### src/rtl/dcache_pkg.sv
`timescale 1ns/1ps
package dcache_pkg;

    localparam int ADDR_W = 32;
    localparam int DATA_W = 32;

    typedef logic [ADDR_W-1:0] addr_t;
    typedef logic [DATA_W-1:0] word_t;

    typedef enum logic [1:0] {
        FS_IDLE = 2'd0,
        FS_FILL = 2'd1,
        FS_DONE = 2'd2
    } fill_state_e;

    typedef struct packed {
        logic  valid;
        logic  write;
        addr_t addr;
        word_t wdata;
    } core_req_t;

    typedef struct packed {
        logic  en;
        logic  we;
        addr_t addr;
        word_t wdata;
    } mem_cmd_t;

    function automatic mem_cmd_t mem_idle();
        mem_cmd_t c;
        c.en    = 1'b0;
        c.we    = 1'b0;
        c.addr  = '0;
        c.wdata = '0;
        return c;
    endfunction

endpackage

### src/rtl/dcache_tag_store.sv
`timescale 1ns/1ps
module dcache_tag_store #(
    parameter int LINES = 16,
    parameter int IDX_W = $clog2(LINES),
    parameter int TAG_W = 32 - IDX_W
) (
    input  logic             clk,
    input  logic             rst,
    input  logic [IDX_W-1:0] look_idx,
    input  logic [TAG_W-1:0] look_tag,
    output logic             hit_o,
    input  logic             set_en,
    input  logic [IDX_W-1:0] set_idx,
    input  logic [TAG_W-1:0] set_tag
);

    logic [LINES-1:0] valid_q;
    logic [TAG_W-1:0] tag_q [LINES];

    always_ff @(posedge clk) begin
        if (rst) begin
            valid_q <= '0;
        end else if (set_en) begin
            valid_q[set_idx] <= 1'b1;
        end
    end

    always_ff @(posedge clk) begin
        if (set_en) begin
            tag_q[set_idx] <= set_tag;
        end
    end

    always_comb begin
        hit_o = valid_q[look_idx] && (tag_q[look_idx] == look_tag);
    end

    // the cycle after reset, no line is valid
    a_r1_reset_clears: assert property (@(posedge clk) disable iff (rst)
        $past(rst) |-> (valid_q == '0));

endmodule

### src/rtl/dcache_data_store.sv
`timescale 1ns/1ps
module dcache_data_store #(
    parameter int LINES = 16,
    parameter int IDX_W = $clog2(LINES)
) (
    input  logic                   clk,
    input  logic [IDX_W-1:0]       rd_idx,
    output dcache_pkg::word_t      rd_data,
    input  logic                   wr_en,
    input  logic [IDX_W-1:0]       wr_idx,
    input  dcache_pkg::word_t      wr_data
);

    dcache_pkg::word_t words_q [LINES];

    always_ff @(posedge clk) begin
        if (wr_en) begin
            words_q[wr_idx] <= wr_data;
        end
    end

    always_comb begin
        rd_data = words_q[rd_idx];
    end

endmodule

### src/rtl/dcache_fill_ctrl.sv
`timescale 1ns/1ps
module dcache_fill_ctrl #(
    parameter int MISS_CYC = 8,
    parameter int CNT_W    = $clog2(MISS_CYC)
) (
    input  logic clk,
    input  logic rst,
    input  logic miss_i,
    output logic stall_o,
    output logic issue_o,
    output logic capture_o,
    output logic done_o,
    output logic busy_o
);
    import dcache_pkg::*;

    fill_state_e      st_q;
    logic [CNT_W-1:0] cnt_q;

    localparam logic [CNT_W-1:0] CNT_LAST = CNT_W'(MISS_CYC - 1);

    initial begin
        a_r2_param_range: assert (MISS_CYC >= 3);
    end

    always_ff @(posedge clk) begin
        if (rst) begin
            st_q  <= FS_IDLE;
            cnt_q <= '0;
        end else begin
            unique case (st_q)
                FS_IDLE: begin
                    if (miss_i) begin
                        st_q  <= FS_FILL;
                        cnt_q <= CNT_W'(1);
                    end
                end
                FS_FILL: begin
                    if (cnt_q == CNT_LAST) begin
                        st_q <= FS_DONE;
                    end else begin
                        cnt_q <= cnt_q + CNT_W'(1);
                    end
                end
                default: st_q <= FS_IDLE;
            endcase
        end
    end

    always_comb begin
        issue_o   = (st_q == FS_IDLE) && miss_i;
        stall_o   = issue_o || (st_q == FS_FILL);
        capture_o = (st_q == FS_FILL) && (cnt_q == CNT_W'(1));
        done_o    = (st_q == FS_DONE);
        busy_o    = (st_q != FS_IDLE);
    end

    // the word is presented only right after the fill window, with stall low
    a_r2_done_follows_fill: assert property (@(posedge clk) disable iff (rst)
        (st_q == FS_DONE) |-> ($past(st_q) == FS_FILL && !stall_o));

    // a detected miss always enters the fill window
    a_r2_miss_enters_fill: assert property (@(posedge clk) disable iff (rst)
        issue_o |=> (st_q == FS_FILL && stall_o));

endmodule

### src/rtl/wt_dcache.sv
`timescale 1ns/1ps
module wt_dcache #(
    parameter int LINES    = 16,
    parameter int MISS_CYC = 8
) (
    input  logic        clk,
    input  logic        rst,
    input  logic        req_valid,
    input  logic        req_write,
    input  logic [31:0] req_addr,
    input  logic [31:0] req_wdata,
    output logic [31:0] rsp_rdata,
    output logic        stall,
    output logic        mem_en,
    output logic        mem_we,
    output logic [31:0] mem_addr,
    output logic [31:0] mem_wdata,
    input  logic [31:0] mem_rdata
);
    import dcache_pkg::*;

    localparam int IDX_W = $clog2(LINES);
    localparam int TAG_W = ADDR_W - IDX_W;

    core_req_t        req;
    mem_cmd_t         cmd;
    logic [IDX_W-1:0] idx;
    logic [TAG_W-1:0] tag;
    logic             hit;
    logic             rd_miss;
    logic             wr_hit;
    logic             f_stall, f_issue, f_capture, f_done, f_busy;
    word_t            line_word;
    word_t            fill_q;
    logic             dwr_en;
    word_t            dwr_data;

    always_comb begin
        req.valid = req_valid;
        req.write = req_write;
        req.addr  = req_addr;
        req.wdata = req_wdata;
        idx       = req.addr[IDX_W-1:0];
        tag       = req.addr[ADDR_W-1:IDX_W];
    end

    dcache_tag_store #(.LINES(LINES), .IDX_W(IDX_W), .TAG_W(TAG_W)) u_tags (
        .clk      (clk),
        .rst      (rst),
        .look_idx (idx),
        .look_tag (tag),
        .hit_o    (hit),
        .set_en   (f_done),
        .set_idx  (idx),
        .set_tag  (tag)
    );

    dcache_data_store #(.LINES(LINES), .IDX_W(IDX_W)) u_data (
        .clk     (clk),
        .rd_idx  (idx),
        .rd_data (line_word),
        .wr_en   (dwr_en),
        .wr_idx  (idx),
        .wr_data (dwr_data)
    );

    always_comb begin
        rd_miss = !rst && req.valid && !req.write && !hit;
        wr_hit  = !rst && !f_busy && req.valid && req.write && hit;
    end

    dcache_fill_ctrl #(.MISS_CYC(MISS_CYC)) u_fill (
        .clk       (clk),
        .rst       (rst),
        .miss_i    (rd_miss),
        .stall_o   (f_stall),
        .issue_o   (f_issue),
        .capture_o (f_capture),
        .done_o    (f_done),
        .busy_o    (f_busy)
    );

    always_ff @(posedge clk) begin
        if (rst) begin
            fill_q <= '0;
        end else if (f_capture) begin
            fill_q <= mem_rdata;
        end
    end

    always_comb begin
        dwr_en   = f_done || wr_hit;
        dwr_data = f_done ? fill_q : req.wdata;
    end

    always_comb begin
        cmd = mem_idle();
        if (!rst && !f_busy && req.valid) begin
            if (req.write) begin
                cmd.en    = 1'b1;
                cmd.we    = 1'b1;
                cmd.addr  = req.addr;
                cmd.wdata = req.wdata;
            end else if (f_issue) begin
                cmd.en   = 1'b1;
                cmd.addr = req.addr;
            end
        end
    end

    always_comb begin
        mem_en    = cmd.en;
        mem_we    = cmd.we;
        mem_addr  = cmd.addr;
        mem_wdata = cmd.wdata;
        stall     = f_stall;
        rsp_rdata = f_done ? fill_q : line_word;
    end

    // an accepted write reaches memory at once and never stalls
    a_r4_write_through: assert property (@(posedge clk) disable iff (rst)
        (req_valid && req_write && !f_busy) |-> (mem_en && mem_we && !stall));

    // a read hit never stalls
    a_r3_hit_no_stall: assert property (@(posedge clk) disable iff (rst)
        (req_valid && !req_write && hit && !f_busy) |-> !stall);

    // no request and no fill means a quiet memory port
    a_r9_idle_quiet: assert property (@(posedge clk) disable iff (rst)
        (!req_valid && !f_busy) |-> (!mem_en && !stall));

    // only the detection cycle of a stall touches memory
    a_r10_single_read: assert property (@(posedge clk) disable iff (rst)
        (stall && $past(stall)) |-> !mem_en);

endmodule

### config.mk
export PLATFORM = sky130hd
export DESIGN_NAME = wt_dcache
export DESIGN_NICKNAME = d
export VERILOG_FILES = /design/src/rtl/dcache_pkg.sv /design/src/rtl/dcache_tag_store.sv /design/src/rtl/dcache_data_store.sv /design/src/rtl/dcache_fill_ctrl.sv /design/src/rtl/wt_dcache.sv
export SDC_FILE = /design/constraint.sdc
export NUM_CORES = 1
export LEC_CHECK = 0
export CAP_MARGIN = 20
export CORE_AREA = 2 2 223 389
export DETAILED_ROUTE_END_ITERATION = 8
export DIE_AREA = 0 0 225 391
export PLACE_DENSITY = 0.65
export SLEW_MARGIN = 20
export SYNTH_ARGS = -nofsm -noshare
export SYNTH_HDL_FRONTEND = slang
export SYNTH_SLANG_ARGS = --single-unit
### constraint.sdc
create_clock -name clk -period 13.3 [get_ports clk]
set_input_delay 1.995 -clock clk [delete_from_list [all_inputs] [get_ports clk]]
set_output_delay 1.995 -clock clk [all_outputs]
set_load 0.01 [all_outputs]
# Yosys cells after proc, flatten, opt, wreduce, memory -nomap -nowiden
# Memories as Yosys holds them, arrays and structs flattened.
# Index checks and enable logic that the tools add are counted.
[totals] out_inout_bits=99 input_bits=100 memories=2 mem_bits_rw=960 register_bits=53
[classes] n_lt_le_gt_ge=2 n_reduce_logical=22 eq_ne=8 muxes=23 n_bitwise=1 addsub=1
[memory_table] memory="u_data.words_q" words=16 width=32 read_ports=1 rd_ports_with_merged_regs=0 write_ports=1 line="dcache_data_store.sv:14" rtl="dcache_pkg::word_t words_q [LINES];"
[memory_table] memory="u_tags.tag_q" words=16 width=28 read_ports=1 rd_ports_with_merged_regs=0 write_ports=1 line="dcache_tag_store.sv:18" rtl="logic [TAG_W-1:0] tag_q [LINES];"
[op_table] op="32-bit 2-to-1 mux" n=5
[op_table] op="66-bit 2-to-1 mux" n=1
[op_table] op="28-bit == test" n=1
[op_table] op="16-bit bitwise OR" n=1
[op_table] op="1-bit logical AND" n=11
[op_table] op="1-bit 2-to-1 mux" n=9
[op_table] op="3-bit 2-to-1 mux" n=2
[op_table] op="3-bit one-hot mux with 2 select lines" n=1
[op_table] op="4-bit by 5-bit less-than comparator with 1-bit output (second input constant)" n=1
[op_table] op="1-bit binary-select mux with 4-bit select" n=1
[op_table] op="1-bit demux with 4-bit select" n=1
[op_table] op="4-bit by 1-bit greater-or-equal comparator with 1-bit output (second input constant)" n=1
[op_table] op="1-bit zero test" n=4
[op_table] op="2-bit 2-to-1 mux" n=2
[op_table] op="2-bit by 1-bit != test with 1-bit output (second input constant)" n=2
[op_table] op="2-bit one-hot mux with 2 select lines" n=1
[op_table] op="2-bit nonzero test" n=2
[op_table] op="3-bit by 1-bit adder with 3-bit output (second input constant)" n=1
[op_table] op="3-bit by 1-bit == test with 1-bit output (second input constant)" n=1
[op_table] op="3-bit == test (second input constant)" n=1
[op_table] op="3-bit AND reduction" n=1
[op_table] op="2-bit by 1-bit == test with 1-bit output (second input constant)" n=1
[op_table] op="2-bit == test (second input constant)" n=1
[op_table] op="2-bit zero test" n=1
[op_table] op="3 further kinds" n=4

# Longest topological paths before layout
[logic_depth] word_depth=9 depth_mapped=14 ltp_nobuf=8

# Cells and area by module
# Synthesis repeated with hierarchy kept, for this count alone.
[hier_totals] cells_unflattened=2039 hier_area_um2=40296.1
[by_module_without_submodules] mod="dcache_data_store" cells_per_inst=806 area_per_inst_um2=19213.4 instances=1
[by_module_without_submodules] mod="dcache_tag_store" cells_per_inst=848 area_per_inst_um2=18253.8 instances=1
[by_module_without_submodules] mod="wt_dcache" cells_per_inst=354 area_per_inst_um2=2538.7 instances=1
[by_module_without_submodules] mod="dcache_fill_ctrl" cells_per_inst=31 area_per_inst_um2=290.3 instances=1

# Worst setup path after synthesis
# Ideal clock, no wire load.
[synth_timing] path_type="input to output" startpoint="input port req_addr[0]" endpoint="output port rsp_rdata[27]" path_stages=11 required_ps=11305 setup_slack_ps=6507 t_arrival_ps=4798 cell_sequence="buf_6 buf_6 buf_6 buf_2 buf_2 buf_2 buf_1 mux4_2 mux4_2 nand2_1 nand2_1"
[synth_between] elab_chain_len=2
[synth_rtl] item="start, declared" line="wt_dcache.sv:10" rtl="input logic [31:0] req_addr,"
[synth_rtl] item="memory 16 x 32 bit"
[synth_rtl] item="32-bit 2-to-1 mux" line="wt_dcache.sv:117" rtl="rsp_rdata = f_done ? fill_q : line_word;"
[synth_rtl] item="end, declared" line="wt_dcache.sv:12" rtl="output logic [31:0] rsp_rdata,"
# No other way between the ends.

# Final worst setup path
[layout_timing] startpoint="input port req_addr[0]" endpoint="output port mem_addr[4]"
[layout_between] elab_chain_len=9 word_cells_on_any_way=11 classes_between="eq/ne: 1; mux: 5; reduce/logical: 4; memory: 1"
[layout_rtl] item="memory 16 x 28 bit / 1-bit binary-select mux with 4-bit select (equally long branches)"
[layout_rtl] item="28-bit == test / 1-bit 2-to-1 mux (equally long branches)" line="dcache_tag_store.sv:35" rtl="hit_o = valid_q[look_idx] && (tag_q[look_idx] == look_tag);"
[layout_rtl] item="1-bit logical AND (*)" line="dcache_tag_store.sv:35"
[layout_rtl] item="1-bit zero test (*)" line="wt_dcache.sv:68" rtl="rd_miss = !rst && req.valid && !req.write && !hit;"
[layout_rtl] item="1-bit logical AND (*)" line="wt_dcache.sv:68"
[layout_rtl] item="1-bit logical AND (*)" line="dcache_fill_ctrl.sv:51" rtl="issue_o = (st_q == FS_IDLE) && miss_i;"
[layout_rtl] item="32-bit 2-to-1 mux (*)" line="wt_dcache.sv:104" rtl="end else if (f_issue) begin"
[layout_rtl] item="32-bit 2-to-1 mux (*)" line="wt_dcache.sv:99" rtl="if (req.write) begin"
[layout_rtl] item="66-bit 2-to-1 mux (*)" line="wt_dcache.sv:98" rtl="if (!rst && !f_busy && req.valid) begin"
[layout_rtl] item="end, declared" line="wt_dcache.sv:16" rtl="output logic [31:0] mem_addr,"
# Mark *: on every way between the ends. The rest lies on a longest branch, timed or not. The select of a mux whose other input is x is not followed.

==> flow_metrics.env <==
export IMPL_core_area_um2=85100
export IMPL_io_buffer_count=198
export IMPL_relSlewSlack_pct=23.64
export IMPL_final_cell_area_um2=46720
export IMPL_worstHoldPathType="flop to flop"
export IMPL_yosysTopAreaCellShare_pct=71.43
export IMPL_power_leakage_nw=15.47
export IMPL_end_kind="output port"
export IMPL_hold_slack_ns=0.4550
export IMPL_grt_start_max_net_pins=71
export IMPL_die_w_um=225
export IMPL_fin_util_pct=54.89
export IMPL_synth_top_family_by_area="multiplexers"
export IMPL_path_buf_inv=3
export IMPL_cts_inserted_buffers=89
export IMPL_min_from="fill_q[3]"
export IMPL_finalNonFillerCells=3456
export IMPL_fin_worst_skew_ns=0.03571
export IMPL_critical_path_max_stage_delay_ns=0.80
export IMPL_path_delay_family="buffers and inverters"
export IMPL_drive_gt1_share_pct=19.61
export IMPL_yosys_mux_area_fraction_pct=16.20
export IMPL_whs_path_depth=2
export IMPL_antenna_found_initial=0
export IMPL_p_sw_mw=1.341
export IMPL_fin_nets=2406
export IMPL_critPathKind="primary input to output port"
export IMPL_power_density_nw_per_um2=138.0
export IMPL_grt_use_total_pct=22.51
export IMPL_synth_cell_types=59
export IMPL_remaining_drc_errors=0
export IMPL_post_route_period_util_pct=68.61
export IMPL_clock_sinks=1013
export IMPL_synth_fp_nets=2183
export IMPL_wl_met3_um=6461
export IMPL_dieArea_um2=87980
export IMPL_async_reset_ff_share_pct=0
export IMPL_cap_violations=0
export IMPL_start_util_pct=47.42
export IMPL_highest_layer="met4"
export IMPL_synth_area_per_cell_um2=19.40
export IMPL_r2r_start="u_tags.tag_q[8][18]"
export IMPL_io_pins=199
export IMPL_synth_area_leaders="edfxtp_1, mux4_2, mux2i_1"
export IMPL_fp_row_count=142
export IMPL_clkPwrFrac_pct=40.1
export IMPL_insertion_delay_ns=0.68
export IMPL_syn_area_um2=40360
export IMPL_clk_path_buf_depth=3
export IMPL_layout_commonest_cell="edfxtp_1"
export IMPL_drt_wirelength_per_cell_um=28.22
export IMPL_dp_cells=3292
export IMPL_ys_seq_area_share_pct=74.06
export IMPL_wl_met1_um=36530
export IMPL_yosys_warnings=0
export IMPL_dr_pass1_iters=5
export IMPL_synth_compound_area_share_pct=3.416
export IMPL_gp_congestion=0.7641
export IMPL_startpoint_type="primary input"
export IMPL_layout_common_cells="edfxtp_1, nand2_1, mux4_2"
export IMPL_crit_slowest_cell="buf_4"
export IMPL_postPlaceCellArea_um2=43800
export IMPL_status="finished, final reports clean"
export IMPL_route_vias_total=20840
export IMPL_arrival_ns=7.13
export IMPL_synthToLayoutAreaGrowth_pct=15.75
export IMPL_ir_worst_vdd_mv=0.1113
export IMPL_final_hold_violation_count=0
export IMPL_timing_setup_tns_ns=0
export IMPL_cts_tree="yes"
export IMPL_reg2reg_depth=9
export IMPL_multi_input_area_um2=10130
export IMPL_antenna_cells=0
export IMPL_setup_viol=0
export IMPL_period_minus_slack_ns=9.126
export IMPL_internal_power_mw=5.105
export IMPL_synth_top_area_cell="edfxtp_1"
export IMPL_ys_ff_latch=1013
export IMPL_regArea_um2=29890
export IMPL_power_frac_comb_pct=5.8
export IMPL_slew_violations=0
export IMPL_grt_pass1_vias=21650
export IMPL_first_iter_violations=1810
export IMPL_critical_path_depth=11
export IMPL_synth_simple_area_share_pct=3.996
export IMPL_syn_inst=2080
export IMPL_routed_wl_um=97510
export IMPL_crit_chain="buf_8 > buf_4 > mux4_2 > mux2i_1 > xnor2_1 > o31ai_1 > o2111ai_1 > nor4_4 > nand3_4 > o211a_1 > clkdlybuf4s50_1"
export IMPL_grt_pass1_wl_um=142100
export IMPL_dieHeight_um=391
export IMPL_ant_nets=0
export IMPL_synthFlopType="edfxtp_1"
export IMPL_rsz0062_at_grt="no"
export IMPL_postCtsSetupBuffers=0
export IMPL_worst_pin_slew_ns=1.142
export IMPL_htreeDepth=3
export IMPL_fillerInstances=6435
export IMPL_clkTransAtPathRegs_ns=0.06
export IMPL_overflow=0
export IMPL_dp_final_hpwl_um=54650
export IMPL_synthXorXnorAreaFrac_pct=0.7378
export IMPL_critPathLaunch="req_addr[0]"
export IMPL_switching_share_pct=20.80
export IMPL_avgViaCountPerCell=6.030
export IMPL_cts_hold_buf=0
export IMPL_synth_fa_ha_area_share_pct=0.09300
export IMPL_critPathRequiredTime_ns=11.31
export IMPL_synth_edff_count=960
export IMPL_seqPwrFrac_pct=54.1
export IMPL_path_max_fanout=70
export IMPL_met2_length_um=51590
export IMPL_cts_resized=0
export IMPL_cts_root_buf="clkbuf_16"
export IMPL_timing_fmax_mhz=109.6
[cell families after synthesis]
logic type | after synthesis
muxes | 357
adders and majority gates | 3
buffers and inverters | 127
and+or+nand+nor | 363
xor gates and xnor gates | 34
DFF | 1013
AOI/OAI and AO/OA | 183
[cells in the mapped netlist (all sizes together), types with 3 or more instances]
cell,n
mux4,233
dfxtp,53
a221oi,4
o21a,14
inv,4
xnor2,17
a22o,8
buf,63
mux2,7
ha,3
edfxtp,960
xor2,17
nand2b,7
o2111ai,5
a21oi,59
clkbuf,60
and3,40
o21ai,6
nand2,257
nor4,5
o22ai,7
nor2,24
mux2i,117
nor3,7
nor2b,7
o211a,32
a22oi,30
a31oi,3
and2,5
[power groups by stage]
stage | registers, mW | clock network [mW] | logic (mW)
after detailed placement | 3.56 | 0 | 0.376
after floorplan | 3.56 | 0 | 0.214
final | 3.49 | 2.58 | 0.373
after CTS | 3.49 | 2.63 | 0.378
after global placement | 3.56 | 0 | 0.369
after global routing | 3.49 | 2.74 | 0.401
[final timing paths]
kind	slack [ns]	end
worst max register to register	8.77	u_data.words_q[10][3]
worst min register to register	0.46	fill_q[3]
worst min-delay path	0.46	fill_q[3]
worst max-delay path	4.17	mem_addr[4]
[routing by layer]
metal / GRT usage [%] / up-vias
met5: 0 / -
met4: 7.935 / 0
met3: 3.310 / 180
met2: 40.10 / 874
met1: 27.97 / 10910
li1: - / 8879
[worst reg2reg max path, cell delays in order (launching register included)]
cell	delay (ns)
edfxtp_1	0.38
mux4_1	0.50
a22o_1	0.23
a221oi_2	0.20
xnor2_1	0.14
or4_4	0.56
nor4_4	0.51
nand4_4	0.64
a21oi_4	0.36
buf_4	0.59
[state kept, by name (all words and copies together), names as in the netlist]
name and count:
u_data.words_q 512, u_tags.tag_q 448, fill_q 32, u_tags.valid_q 16
u_fill.cnt_q 3, u_fill.st_q 2
[stage by stage]
step	worst slack [ns]	power, mW
floorplan	6.507	3.771
global placement	4.144	3.926
detailed placement	4.083	3.933
CTS	4.074	6.495
global route	3.892	6.631
finish	4.174	6.445
[cell type report]
type	instances	share of cell area, %
inverters	4	0.03214
multi-input cells	940	21.69
clock buffers	110	5.091
well taps	1080	2.893
clock inverters	54	1.146
repair buffers	255	5.166
flip-flops and latches	1013	63.98
No activity file was read; power rests on OpenSTA's default activity.
